## src/rtl/fsyn_pkg.sv

```systemverilog
package fsyn_pkg;
    localparam int OPC_W  = 6;
    localparam int RA_W   = 5;
    localparam int FLG_W  = 6;
    localparam int STAT_W = OPC_W + RA_W + FLG_W;
    localparam int SEL_W  = 3;

    typedef enum logic [0:0] {
        DS_OPEN = 1'b0,
        DS_HELD = 1'b1
    } dlock_state_e;

    typedef enum logic [SEL_W-1:0] {
        SEL_DVA   = 3'd0,
        SEL_DSTAT = 3'd1,
        SEL_DFMT  = 3'd2,
        SEL_ITAG  = 3'd3,
        SEL_IFMT  = 3'd4
    } csr_sel_e;
endpackage

```

## src/rtl/fsyn_fmt_addr.sv

```systemverilog
module fsyn_fmt_addr #(
    parameter int VA_W     = 43,
    parameter int PG_SHIFT = 13
) (
    input  logic [VA_W-1:0] base,
    input  logic [VA_W-1:0] addr,
    output logic [VA_W-1:0] fmt
);
    localparam int ENTRY_SHIFT = 3;

    logic [VA_W-1:0] page_num;

    always_comb begin
        page_num = addr >> PG_SHIFT;
        fmt      = base | (page_num << ENTRY_SHIFT);
    end
endmodule

```

## src/rtl/fsyn_data_capture.sv

```systemverilog
module fsyn_data_capture
    import fsyn_pkg::*;
#(
    parameter int VA_W     = 43,
    parameter int PG_SHIFT = 13
) (
    input  logic              clk,
    input  logic              rst_n,
    input  logic              flt_valid,
    input  logic              flt_spec,
    input  logic [VA_W-1:0]   flt_va,
    input  logic [OPC_W-1:0]  flt_opcode,
    input  logic [RA_W-1:0]   flt_ra,
    input  logic [FLG_W-1:0]  flt_flags,
    input  logic [VA_W-1:0]   pte_base,
    input  logic              va_read,
    output logic [VA_W-1:0]   va_q,
    output logic [STAT_W-1:0] stat_q,
    output logic [VA_W-1:0]   fmt_q,
    output logic              locked
);
    dlock_state_e    state_q, state_d;
    logic            take;
    logic            capture;
    logic [VA_W-1:0] fmt_new;

    assign take = flt_valid && !flt_spec;

    fsyn_fmt_addr #(.VA_W(VA_W), .PG_SHIFT(PG_SHIFT)) u_dfmt (
        .base (pte_base),
        .addr (flt_va),
        .fmt  (fmt_new)
    );

    // state register
    always_ff @(posedge clk or negedge rst_n) begin
        if (!rst_n) state_q <= DS_OPEN;
        else        state_q <= state_d;
    end

    // next state and capture enable
    always_comb begin
        state_d = state_q;
        capture = 1'b0;
        unique case (state_q)
            DS_OPEN: begin
                if (take) begin
                    state_d = DS_HELD;
                    capture = 1'b1;
                end
            end
            DS_HELD: begin
                if (va_read) begin
                    capture = take;
                    state_d = take ? DS_HELD : DS_OPEN;
                end
            end
            default: state_d = DS_OPEN;
        endcase
    end

    // captured registers
    always_ff @(posedge clk or negedge rst_n) begin
        if (!rst_n) begin
            va_q   <= '0;
            stat_q <= '0;
            fmt_q  <= '0;
        end else if (capture) begin
            va_q   <= flt_va;
            stat_q <= {flt_opcode, flt_ra, flt_flags};
            fmt_q  <= fmt_new;
        end
    end

    assign locked = (state_q == DS_HELD);


    open_capture_chk: assert property (@(posedge clk) disable iff (!rst_n)
        (state_q == DS_OPEN && flt_valid && !flt_spec) |=> (va_q == $past(flt_va)) && locked);


    held_freeze_chk: assert property (@(posedge clk) disable iff (!rst_n)
        (state_q == DS_HELD && !va_read) |=> $stable(va_q) && $stable(stat_q) && $stable(fmt_q) && locked);


    release_chk: assert property (@(posedge clk) disable iff (!rst_n)
        (state_q == DS_HELD && va_read && !(flt_valid && !flt_spec)) |=> !locked && $stable(va_q));


    recapture_chk: assert property (@(posedge clk) disable iff (!rst_n)
        (state_q == DS_HELD && va_read && flt_valid && !flt_spec) |=> locked && (va_q == $past(flt_va)));


    dspec_ignore_chk: assert property (@(posedge clk) disable iff (!rst_n)
        (flt_valid && flt_spec) |=> $stable(va_q) && $stable(stat_q) && $stable(fmt_q));
endmodule

```

## src/rtl/fsyn_inst_capture.sv

```systemverilog
module fsyn_inst_capture #(
    parameter int VA_W     = 43,
    parameter int PG_SHIFT = 13
) (
    input  logic            clk,
    input  logic            rst_n,
    input  logic            flt_valid,
    input  logic            flt_spec,
    input  logic [VA_W-1:0] flt_pc,
    input  logic [VA_W-1:0] pte_base,
    output logic [VA_W-1:0] tag_q,
    output logic [VA_W-1:0] fmt_q
);
    logic [VA_W-1:0] fmt_new;

    fsyn_fmt_addr #(.VA_W(VA_W), .PG_SHIFT(PG_SHIFT)) u_ifmt (
        .base (pte_base),
        .addr (flt_pc),
        .fmt  (fmt_new)
    );

    always_ff @(posedge clk or negedge rst_n) begin
        if (!rst_n) begin
            tag_q <= '0;
            fmt_q <= '0;
        end else if (flt_valid && !flt_spec) begin
            tag_q <= flt_pc;
            fmt_q <= fmt_new;
        end
    end


    itag_capture_chk: assert property (@(posedge clk) disable iff (!rst_n)
        (flt_valid && !flt_spec) |=> (tag_q == $past(flt_pc)));


    ispec_ignore_chk: assert property (@(posedge clk) disable iff (!rst_n)
        (flt_valid && flt_spec) |=> $stable(tag_q) && $stable(fmt_q));
endmodule

```

## src/rtl/fsyn_read_mux.sv

```systemverilog
module fsyn_read_mux
    import fsyn_pkg::*;
#(
    parameter int VA_W = 43
) (
    input  logic              rd_en,
    input  logic [SEL_W-1:0]  rd_sel,
    input  logic [VA_W-1:0]   dva,
    input  logic [STAT_W-1:0] dstat,
    input  logic [VA_W-1:0]   dfmt,
    input  logic [VA_W-1:0]   itag,
    input  logic [VA_W-1:0]   ifmt,
    output logic [VA_W-1:0]   rd_data,
    output logic              va_read
);
    localparam int PAD_W = VA_W - STAT_W;

    always_comb begin
        case (rd_sel)
            SEL_DVA:   rd_data = dva;
            SEL_DSTAT: rd_data = {{PAD_W{1'b0}}, dstat};
            SEL_DFMT:  rd_data = dfmt;
            SEL_ITAG:  rd_data = itag;
            SEL_IFMT:  rd_data = ifmt;
            default:   rd_data = '0;
        endcase
    end

    assign va_read = rd_en && (rd_sel == SEL_DVA);


    always_comb begin
        if (rd_sel > SEL_IFMT) begin
            unused_sel_zero_chk: assert (rd_data == '0);
        end
    end
endmodule

```

## src/rtl/fault_syndrome_regs.sv

```systemverilog
module fault_syndrome_regs
    import fsyn_pkg::*;
#(
    parameter int VA_W     = 43,
    parameter int PG_SHIFT = 13
) (
    input  logic              clk,
    input  logic              rst_n,
    input  logic              dflt_valid,
    input  logic              dflt_spec,
    input  logic [VA_W-1:0]   dflt_va,
    input  logic [OPC_W-1:0]  dflt_opcode,
    input  logic [RA_W-1:0]   dflt_ra,
    input  logic [FLG_W-1:0]  dflt_flags,
    input  logic [VA_W-1:0]   dpte_base,
    input  logic              iflt_valid,
    input  logic              iflt_spec,
    input  logic [VA_W-1:0]   iflt_pc,
    input  logic [VA_W-1:0]   ipte_base,
    input  logic              csr_rd_en,
    input  logic [SEL_W-1:0]  csr_rd_sel,
    output logic [VA_W-1:0]   csr_rd_data,
    output logic              data_locked
);
    logic [VA_W-1:0]   dva_q, dfmt_q, itag_q, ifmt_q;
    logic [STAT_W-1:0] dstat_q;
    logic              va_read;

    fsyn_data_capture #(.VA_W(VA_W), .PG_SHIFT(PG_SHIFT)) u_data (
        .clk        (clk),
        .rst_n      (rst_n),
        .flt_valid  (dflt_valid),
        .flt_spec   (dflt_spec),
        .flt_va     (dflt_va),
        .flt_opcode (dflt_opcode),
        .flt_ra     (dflt_ra),
        .flt_flags  (dflt_flags),
        .pte_base   (dpte_base),
        .va_read    (va_read),
        .va_q       (dva_q),
        .stat_q     (dstat_q),
        .fmt_q      (dfmt_q),
        .locked     (data_locked)
    );

    fsyn_inst_capture #(.VA_W(VA_W), .PG_SHIFT(PG_SHIFT)) u_inst (
        .clk       (clk),
        .rst_n     (rst_n),
        .flt_valid (iflt_valid),
        .flt_spec  (iflt_spec),
        .flt_pc    (iflt_pc),
        .pte_base  (ipte_base),
        .tag_q     (itag_q),
        .fmt_q     (ifmt_q)
    );

    fsyn_read_mux #(.VA_W(VA_W)) u_mux (
        .rd_en   (csr_rd_en),
        .rd_sel  (csr_rd_sel),
        .dva     (dva_q),
        .dstat   (dstat_q),
        .dfmt    (dfmt_q),
        .itag    (itag_q),
        .ifmt    (ifmt_q),
        .rd_data (csr_rd_data),
        .va_read (va_read)
    );


    reset_clear_chk: assert property (@(posedge clk)
        !rst_n |-> !data_locked && (dva_q == '0) && (itag_q == '0));
endmodule

```

## config.mk

```make
export PLATFORM = sky130hd
export DESIGN_NAME = fault_syndrome_regs
export DESIGN_NICKNAME = d
export VERILOG_FILES = /design/src/rtl/fsyn_pkg.sv /design/src/rtl/fsyn_fmt_addr.sv /design/src/rtl/fsyn_data_capture.sv /design/src/rtl/fsyn_inst_capture.sv /design/src/rtl/fsyn_read_mux.sv /design/src/rtl/fault_syndrome_regs.sv
export SDC_FILE = /design/constraint.sdc
export NUM_CORES = 1
export LEC_CHECK = 0
export BUFFER_PORTS_ARGS = -buffer_cell sky130_fd_sc_hd__buf_2
export CORE_ASPECT_RATIO = 1.25
export CORE_UTILIZATION = 47
export DETAILED_ROUTE_END_ITERATION = 10
export GPL_TIMING_DRIVEN = 0
export PLACE_DENSITY = 0.76
export SYNTH_ARGS = -nofsm -noshare
export SYNTH_HDL_FRONTEND = slang
export SYNTH_SLANG_ARGS = --single-unit
```

## constraint.sdc

```tcl
create_clock -name clk -period 1.2 [get_ports clk]
set_input_delay 0.06 -clock clk [delete_from_list [all_inputs] [get_ports clk]]
set_output_delay 0.06 -clock clk [all_outputs]
set_load 0.02 [all_outputs]
```

; After elaboration in Yosys (flattened, before gate mapping)
; Cells that the tools add are included.
[totals]
input_bits = 199
regBits = 190
[op_classes]
n_eq_ne = 4
n_reduce_logical = 6
n_bitwise = 3
n_mux = 6
[ops]
columns = cell, n
row1 = $pmux 43 s5, 1
row2 = $or 43x33->43, 2
row3 = $eq 3x2->1 const B, 2
row4 = $pmux 1 s2, 2
row5 = $eq 3x1->1 const B, 1
row6 = $eq 3x3->1 const B, 1
row7 = $logic_and 1x1->1, 3
row8 = $logic_not 3->1, 1
row9 = $mux 1, 3
row10 = $logic_not 1->1, 2
row11 = $not 1->1, 1

; Depth between registers and ports, before layout
; Gate-level depths: netlist (run 1).
[depth]
ltp_word = 5
depth_mapped = 6

; Hierarchy
; A second synthesis (run 1) with hierarchy kept.
[hier_totals]
hier_cells = 646
hier_area_um2 = 9414.0
[modules_own_cells]
columns = module, cells_per_inst, area_each_um2, seq_area_each_um2, instances
row1 = fsyn_data_capture, 223, 4245.3, 2602.5, 1
row2 = fsyn_inst_capture, 183, 3410.8, 2152.1, 1
row3 = fsyn_read_mux, 154, 1187.4, 0.0, 1
row4 = fsyn_fmt_addr, 43, 285.3, 0.0, 2

; Worst setup path before layout (run 1)
; Ideal clock, no wire load.
[synth_path]
path_kind = input to register
startpoint = in csr_rd_sel[0]
endpoint = reg u_data.fmt_q[0]
arrival_time_ps = 1447
n_path_buf = 2
setup_ps = 127
stages = 5
setup_slack_ps = -375
t_required_ps = 1073
path_cell_list = or4b_1 > a21oi_2 > buf_4 > buf_6 > mux2_1
[synth_between]
elab_chain_len = 4
[synth_lines]
columns = element, line_no
row1 = "start, declared", fault_syndrome_regs.sv:21  ; input logic [SEL_W-1:0] csr_rd_sel,
row2 = $logic_not 3->1, fsyn_read_mux.sv:29  ; assign va_read = rd_en && (rd_sel == SEL_DVA);
row3 = $logic_and 1x1->1, fsyn_read_mux.sv:29
row4 = $mux 1, fsyn_data_capture.sv:53  ; if (va_read) begin
row5 = $pmux 1 s2, fsyn_data_capture.sv:45  ; unique case (state_q)
row6 = "end signal, assigned", fsyn_data_capture.sv:71  ; fmt_q <= fmt_new;
row7 = "end, declared", fsyn_data_capture.sv:19  ; output logic [VA_W-1:0] fmt_q,
; Every way passes these cells.
; A chain may end at the register's enable or synchronous reset.

; Worst setup path after layout (run 1)
[layout_path]
startpoint = reg u_inst.tag_q[13]
endpoint = out csr_rd_data[13]
[layout_between]
elab_chain_len = 1
[layout_lines]
columns = element, line_no
row1 = "start, declared", fsyn_inst_capture.sv:11  ; output logic [VA_W-1:0] tag_q,
row2 = "start signal, assigned", fsyn_inst_capture.sv:27  ; tag_q <= flt_pc;
row3 = $pmux 43 s5, fsyn_read_mux.sv:19  ; case (rd_sel)
row4 = "end, declared", fault_syndrome_regs.sv:22  ; output logic [VA_W-1:0] csr_rd_data,
; Every way passes these cells.

==> metrics.md, run 1 <==
| Metric | Value |
|---|---|
| Crit path kind | `reg -> out` |
| H-tree Lvls | `4` |
| Pre-CTS setup slack | `-0.762 ns` |
| Vias in the first global route | `~8900` |
| Final nets | `1351` |
| Max-slew violations | `0` |
| Number of port buffers | `242` |
| Share of cells above drive strength 1 | `0.492` |
| Top_reg_cell synth | `dfrtp_1` |
| Synth Register Bits | `190` |
| DRT Wirelength | `around 35000 um` |
| Post-synth top area share | `0.574` |
| Global-route layer with the greatest usage | `met2` |
| Residual DRC count | `0` |
| Status | `finished, violations left` |
| R2r endpoint | `u_data.fmt_q[6]` |
| Clk sink count | `190` |
| Worst vdd ir | `~1.1 mV` |
| Clock Latency Late Sink | `0.43 ns` |
| Hold slack final | `0.156 ns` |
| Sequential power share | `0.444` |
| Met3 usage | `0.0686` |
| Int Power | `14500 uW` |
| Worst Setup SP | `u_inst.tag_q[13]` |
| Min Clock Period, post-route | `approximately 1.7 ns` |
| Setup violators final | `147` |
| Remaining Overflow, GRT | `0` |
| Overall Global Routing Usage | `0.382` |
| Net Sw Frac | `0.292` |
| Overall power | `20500 uW` |
| Synth cell types | `22` |
| Die width | `about 120 um` |
| Sw Pwr | `6000 uW` |
| Top post-synthesis cells by count | `dfrtp_1, mux2_2, nand2_1, a22oi_1, mux2_1` |
| DRT iter0 DRCs | `677` |
| TritonRoute pass-1 iters | `6` |
| Largest net degree at the start of global routing | `110` |
| Synth warn | `0` |
| Slew @ Worst Pin | `0.571 ns` |
| Vias per Instance | `roughly 5.9` |
| Worst EP arrival | `1.65 ns` |
| Mapped Cells | `between 600 and 700` |
| # IOs | `243` |
| Post-synth EDFFs | `0` |
| R2r setup slk | `-0.42 ns` |
| Clk network pwr share | `0.280` |
| Met1 usage | `0.433` |
| Initial antenna violation count | `1` |
| Max Freq | `584 MHz` |
| Mapped Nets | `857` |
| Period utilization | `1.43` |
| TritonCTS clock tree | `done` |
| Vias | `8119` |
| Slew margin rel. | `0.619` |
| Pwr/cell area | `1470 mW/mm2` |
| Sequential share of the synthesized area | `0.574` |
| Fillers | `852` |
| Reg-to-Reg Start | `u_data.locked` |
| Reg2Reg Depth | `8` |
| CTS root buffer | `clkbuf_16` |
| Initial Util | `0.486` |
| Worst setup endpoint | `csr_rd_data[13]` |
| Top-count cell post-synth | `dfrtp_1` |
| Final setup skew | `approximately 0.0072 ns` |
| Leakage power | `0.00641 uW` |
| Violated checks | `setup timing` |
| TritonCTS Buffers | `17` |
| First-pass GRT wire length | `50600 um` |
| Core Footprint | `roughly 0.017 mm2` |
| Die H | `around 150 um` |
| RSZ-0062 raised after global routing | `true` |
| Wire per inst | `approximately 25 um` |
| DP HPWL | `between 15000 and 20000 um` |
| CP startpoint kind | `flip-flop` |
| Met2 Track Usage GR | `0.661` |
| Final Hold Fails | `0` |
| HP Class | `in -> async` |
| Area Overhead vs Synth | `68.9%` |
| Syn_area_per_cell | `around 13 um2` |
| Final antenna-violating net count | `0` |
| Crit-path max FO | `2` |
| Row Count | `53` |
| Placer Congestion | `0.861` |
| Mapped Area | `between 0.008 and 0.009 mm2` |
| Comb power frac | `0.276` |
| Area contributors post-synth | `dfrtp_1, mux2_2, mux2_1, a22oi_1, a2bb2oi_1` |
| Max-cap violations | `0` |
| Async SR Flop Fraction | `1.00` |
| Crit end category | `primary output` |
| Clk slew on worst S/H paths | `0.07 ns` |
| Bufs on Longest Clock Path | `2` |
| Cell taking the most area after synthesis | `dfrtp_1` |
| Die ar. | `0.0182 mm2` |
| Crit path setup slack, layout | `-0.513 ns` |
| Worst EP required | `between 1 and 1.5 ns` |
==> kinds of logic (layout without fill, tap and decap cells) <==
kind of cell           count (synthesis)  in the layout  share of synthesized area
AOI/OAI and AO/OA                    147            147                      0.137
buffers and inverters                 49            556                     0.0284
muxes                                146            146                      0.196
other                                  0              1                          0
DFF                                  190            190                      0.574
and+or+nand+nor                      126            126                     0.0650
==> layout make-up <==
cell class              instances  area (um2)  share of cell area
well taps                     220         275              0.0197
multi-input cells             419        4050               0.289
clock buffers                  19         453              0.0324
diodes                          1        2.50            0.000179
clock inverters                13         136             0.00975
flip-flops and latches        190        4750               0.340
repair buffers                481        3900               0.279
plain buffers                  43         417              0.0298
==> worst min path at each step <==
stage / cells after the start / endpoint / from / slack (ns)
after floorplan: 0 / u_data.fmt_q[0] / rst_n / -0.24
after global placement: 2 / u_data.fmt_q[35] / dpte_base[35] / 0.28
after detailed placement: 1 / u_data.va_q[6] / rst_n / 0.09
after CTS: 4 / u_data.fmt_q[3] / csr_rd_sel[1] / 0.19
after global routing: 2 / u_data.fmt_q[12] / rst_n / 0.18
final: 2 / u_data.va_q[6] / rst_n / 0.16
==> critical path, cell delays in order (launching register included) <==
cell and delay [ns]:
dfrtp_1 0.41, mux2i_1 0.19, o2bb2ai_1 0.14, a221o_1 0.32
buf_2 0.17
==> metrics by stage <==
stage               instance area [um2]  utilization  cells  setup TNS, ns
finish                            14000        0.821   1386         -42.07
global route                      14000        0.821   1386         -45.03
CTS                               13800        0.812   1386         -36.89
detailed placement                 9860        0.578   1121        -114.78
global placement                   9820        0.576   1120        -682.53
floorplan                          8330            -    658         -22.11
==> metal layers <==
layer	share of wire	wire, um
met1	0.36	12400
met4	0.067	2300
met3	0.059	2030
met5	0	0
met2	0.52	17800
==> repair_timing <==
item                                   CTS  global route
endpoints found under the hold margin  270             0
gates cloned                            11             0
hold buffers                           193             0
gates resized for setup                220           109
pin swaps                               12            13
setup endpoints to repair              156           322
setup buffers                           30            17
==> registers in the layout (all words and copies together), names as in the netlist <==
name and count:
u_data.stat_q 17, u_data.va_q 43, u_inst.fmt_q 43, u_data.locked 1
u_inst.tag_q 43, u_data.fmt_q 43
==> power groups by stage <==
stage / clock network (uW) / logic (uW) / registers (uW)
detailed placement: 0 / 3430 / 8860
CTS: 5730 / 5080 / 8890
floorplan: 0 / 2270 / 8570
global placement: 0 / 3310 / 8810
global route: 6060 / 5950 / 9210
finish: 5750 / 5660 / 9110
==> cells in the final DEF (no fill, tap or decap), types with 3 or more instances in the layout <==
master | synthesis | final
nand2_1 | 58 | 55
clkbuf_8 | 0 | 3
mux2_2 | 89 | 56
nor3_1 | 31 | 30
o2bb2ai_2 | 0 | 7
a221o_1 | 17 | 17
a22oi_1 | 52 | 18
clkinv_2 | 0 | 5
nor2_1 | 30 | 29
buf_6 | 4 | 28
dfrtp_1 | 190 | 190
mux2i_2 | 0 | 3
dlygate4sd3_1 | 0 | 191
clkbuf_2 | 0 | 11
o2bb2ai_1 | 17 | 10
a2bb2oi_2 | 0 | 29
buf_2 | 5 | 222
mux2_4 | 0 | 73
nand2_2 | 0 | 3
clkbuf_4 | 0 | 4
o21ai_0 | 30 | 29
buf_12 | 0 | 16
a22oi_2 | 0 | 34
clkbuf_1 | 35 | 6
buf_4 | 4 | 29
clkbuf_16 | 0 | 19
buf_8 | 0 | 9
buf_16 | 0 | 5
inv_6 | 0 | 3
mux2i_1 | 17 | 14
No activity file was read; power rests on OpenSTA's default activity.
==> inputs of run 2 (changes only) <==
- PLACE_DENSITY: 0.76 -> 0.74
==> run 2 against run 1 <==
Compared with the run above: the run still ends with setup timing left; clock skew increased by 0.0015 ns; highest routed layer unchanged; critical path depth unchanged; die area did not move; combinational power about the same; utilization is 1.1 points higher; first-iteration DRC count is 20% lower; global-route usage is 1.2 points lower; sequential cell count stayed put; register-to-register slack gained 0.07 ns; fmax grew 3.4%; sequential share of layout area shrank 0.47 points; largest power group unchanged.
==> metrics.md, run 2 (same netlist as run 1, synthesis figures left out) <==
| Metric | Value |
|---|---|
| Crit-path max FO | `2 (unchanged)` |
| CP startpoint kind | `flip-flop` |
| Min Clock Period, post-route | `1.66 ns (-0.0559 ns)` |
| Slew margin rel. | `0.636 (+0.0173)` |
| # IOs | `243 (unchanged)` |
| Worst EP arrival | `1.60 ns (-0.05 ns)` |
| H-tree Lvls | `4 (unchanged)` |
| Reg-to-Reg Start | `u_data.locked` |
| DRT iter0 DRCs | `541 (-20%)` |
| Die ar. | `0.0182 mm2 (unchanged)` |
| Number of port buffers | `242 (unchanged)` |
| Pwr/cell area | `1440 mW/mm2 (-1.7%)` |
| Final nets | `1356 (+0.37%)` |
| Overall Global Routing Usage | `0.371 (-0.0116)` |
| Vias in the first global route | `8673 (-2.5%)` |
| Worst EP required | `1.14 ns (about the same)` |
| Setup violators final | `146 (-0.68%)` |
| Die H | `150 um (unchanged)` |
| Final Hold Fails | `0 (unchanged)` |
| Commonest non-fill, non-tap cells in the layout | `buf_2, dlygate4sd3_1, dfrtp_1` |
| Bufs on Longest Clock Path | `2 (unchanged)` |
| Clk sink count | `190 (unchanged)` |
| Int Power | `14500 uW (-0.24%)` |
| Sw Pwr | `5970 uW (-0.39%)` |
| Most common cell after layout, fill and taps aside | `buf_2` |
| Clk slew on worst S/H paths | `0.07 ns (about the same)` |
| DRT Wirelength | `33600 um (-2.6%)` |
| RSZ-0062 raised after global routing | `true` |
| Clock Latency Late Sink | `0.44 ns (about the same)` |
| Worst vdd ir | `1.06 mV (-4.6%)` |
| TritonCTS Buffers | `17 (unchanged)` |
| CTS root buffer | `clkbuf_16` |
| R2r endpoint | `u_data.va_q[11]` |
| Initial Util | `0.486 (unchanged)` |
| Max-slew violations | `0 (unchanged)` |
| Crit path setup slack, layout | `-0.457 ns (+0.0559 ns)` |
| Largest net degree at the start of global routing | `124 (+13%)` |
| Max Freq | `604 MHz (+3.4%)` |
| Sequential power share | `0.444 (about the same)` |
| Worst setup endpoint | `csr_rd_data[13]` |
| Placer Congestion | `0.866 (+0.62%)` |
| Leakage power | `0.00647 uW (+0.91%)` |
| Violated checks | `setup timing` |
| Worst Setup SP | `u_inst.tag_q[13]` |
| Final setup skew | `0.00861 ns (+0.00145 ns)` |
| Fin Setup TNS | `-37.22 ns (+4.84 ns)` |
| Hold slack final | `0.182 ns (+0.0258 ns)` |
| Share of cells above drive strength 1 | `0.491 (-0.00125)` |
| Vias | `8090 (-0.36%)` |
| Crit path kind | `reg -> out` |
| First-pass GRT wire length | `49300 um (-2.7%)` |
| Status | `finished, violations left` |
| Wire per inst | `24.2 um (-3.0%)` |
| Comb power frac | `0.278 (+0.002)` |
| TritonCTS clock tree | `done` |
| Slew @ Worst Pin | `0.545 ns (-0.0260 ns)` |
| Area Overhead vs Synth | `71.3%` |
| DP HPWL | `18500 um (-0.61%)` |
| Initial antenna violation count | `1 (unchanged)` |
| Clk network pwr share | `0.278 (-0.002)` |
| TritonRoute pass-1 iters | `7 (+1)` |
| Die width | `121 um (unchanged)` |
| Max-cap violations | `0 (unchanged)` |
| Final antenna-violating net count | `0 (unchanged)` |
| Core Footprint | `0.0170 mm2 (unchanged)` |
| HP Class | `in -> async` |
| Crit end category | `primary output` |
| Net Sw Frac | `0.292 (-0.000320)` |
| Period utilization | `1.38 (-0.0466)` |
| Row Count | `53 (unchanged)` |
| R2r setup slk | `-0.35 ns (+0.07 ns)` |
| Vias per Instance | `5.82 (-0.72%)` |
| Remaining Overflow, GRT | `0 (unchanged)` |
| Residual DRC count | `0 (unchanged)` |
| Reg2Reg Depth | `5 (-3)` |
-- run 2: cell count changes in the layout (fill, tap and decap cells not counted), moves of 3 or more --
cell,delta
buf_4,-3
clkinvlp_4,+3
inv_6,+3
buf_6,+13
clkbuf_16,+4
clkinv_2,-3
buf_2,-14
buf_12,-7
buf_8,+6
-- run 2: routing by layer --
metal / track usage / wire length (um) / share of wire / up-vias
met3: 0.0591 / 1830 / 0.054 / 137
li1: - / - / - / 3442
met2: 0.643 / 17300 / 0.51 / 452
met1: 0.428 / 12300 / 0.37 / 4059
met4: 0.233 / 2170 / 0.065 / 0
met5: 0 / 0 / 0 / -
-- run 2: final cells by class --
cell class / instances / area, um2
clock buffers: 17 / 425
clock inverters: 15 / 161
fillers: 839 / 2860
diodes: 1 / 2.50
flip-flops and latches: 190 / 4750
plain buffers: 43 / 444
multi-input cells: 419 / 4040
well taps: 220 / 275
repair buffers: 486 / 4080
-- run 2: worst min-delay path by stage --
stage / end / depth (start not counted)
global route: u_data.fmt_q[3] / 4
CTS: u_data.va_q[12] / 2
global placement: u_data.fmt_q[35] / 2
detailed placement: u_data.va_q[6] / 1
finish: u_data.va_q[6] / 2
floorplan: u_data.fmt_q[0] / 0
-- run 2: what timing repair did --
action                                 in CTS  in global routing
pin swaps                                  10                 35
resized for setup                         247                 94
buffers inserted                           28                 18
gates cloned                               10                  5
hold buffers                              194                  0
setup endpoints to repair                 156                330
endpoints found under the hold margin     256                  0
-- run 2: power groups by stage --
stage / clock, uW / sequential [uW] / combinational (uW)
floorplan: 0 / 8570 / 2270
global placement: 0 / 8810 / 3320
detailed placement: 0 / 8850 / 3430
CTS: 5740 / 8880 / 5180
global route: 6010 / 9220 / 5990
finish: 5690 / 9080 / 5690
-- run 2: worst max-delay path, cell delays in order, from the launching register on --
cell and delay (ns):
dfrtp_1 0.38, mux2i_1 0.14, o2bb2ai_1 0.12, a221o_1 0.34, buf_2 0.18
-- run 2: stage by stage --
step / setup WS (ns) / util / power [uW] / instances / cell area (um2)
after floorplan: -0.289 / - / 10800 / 658 / 8330
after global placement: -3.05 / 0.576 / 12100 / 1120 / 9820
after detailed placement: -0.792 / 0.578 / 12300 / 1121 / 9860
after CTS: -0.452 / 0.815 / 19800 / 1383 / 13900
after global routing: -0.504 / 0.832 / 21200 / 1391 / 14200
final: -0.457 / 0.832 / 20500 / 1391 / 14200
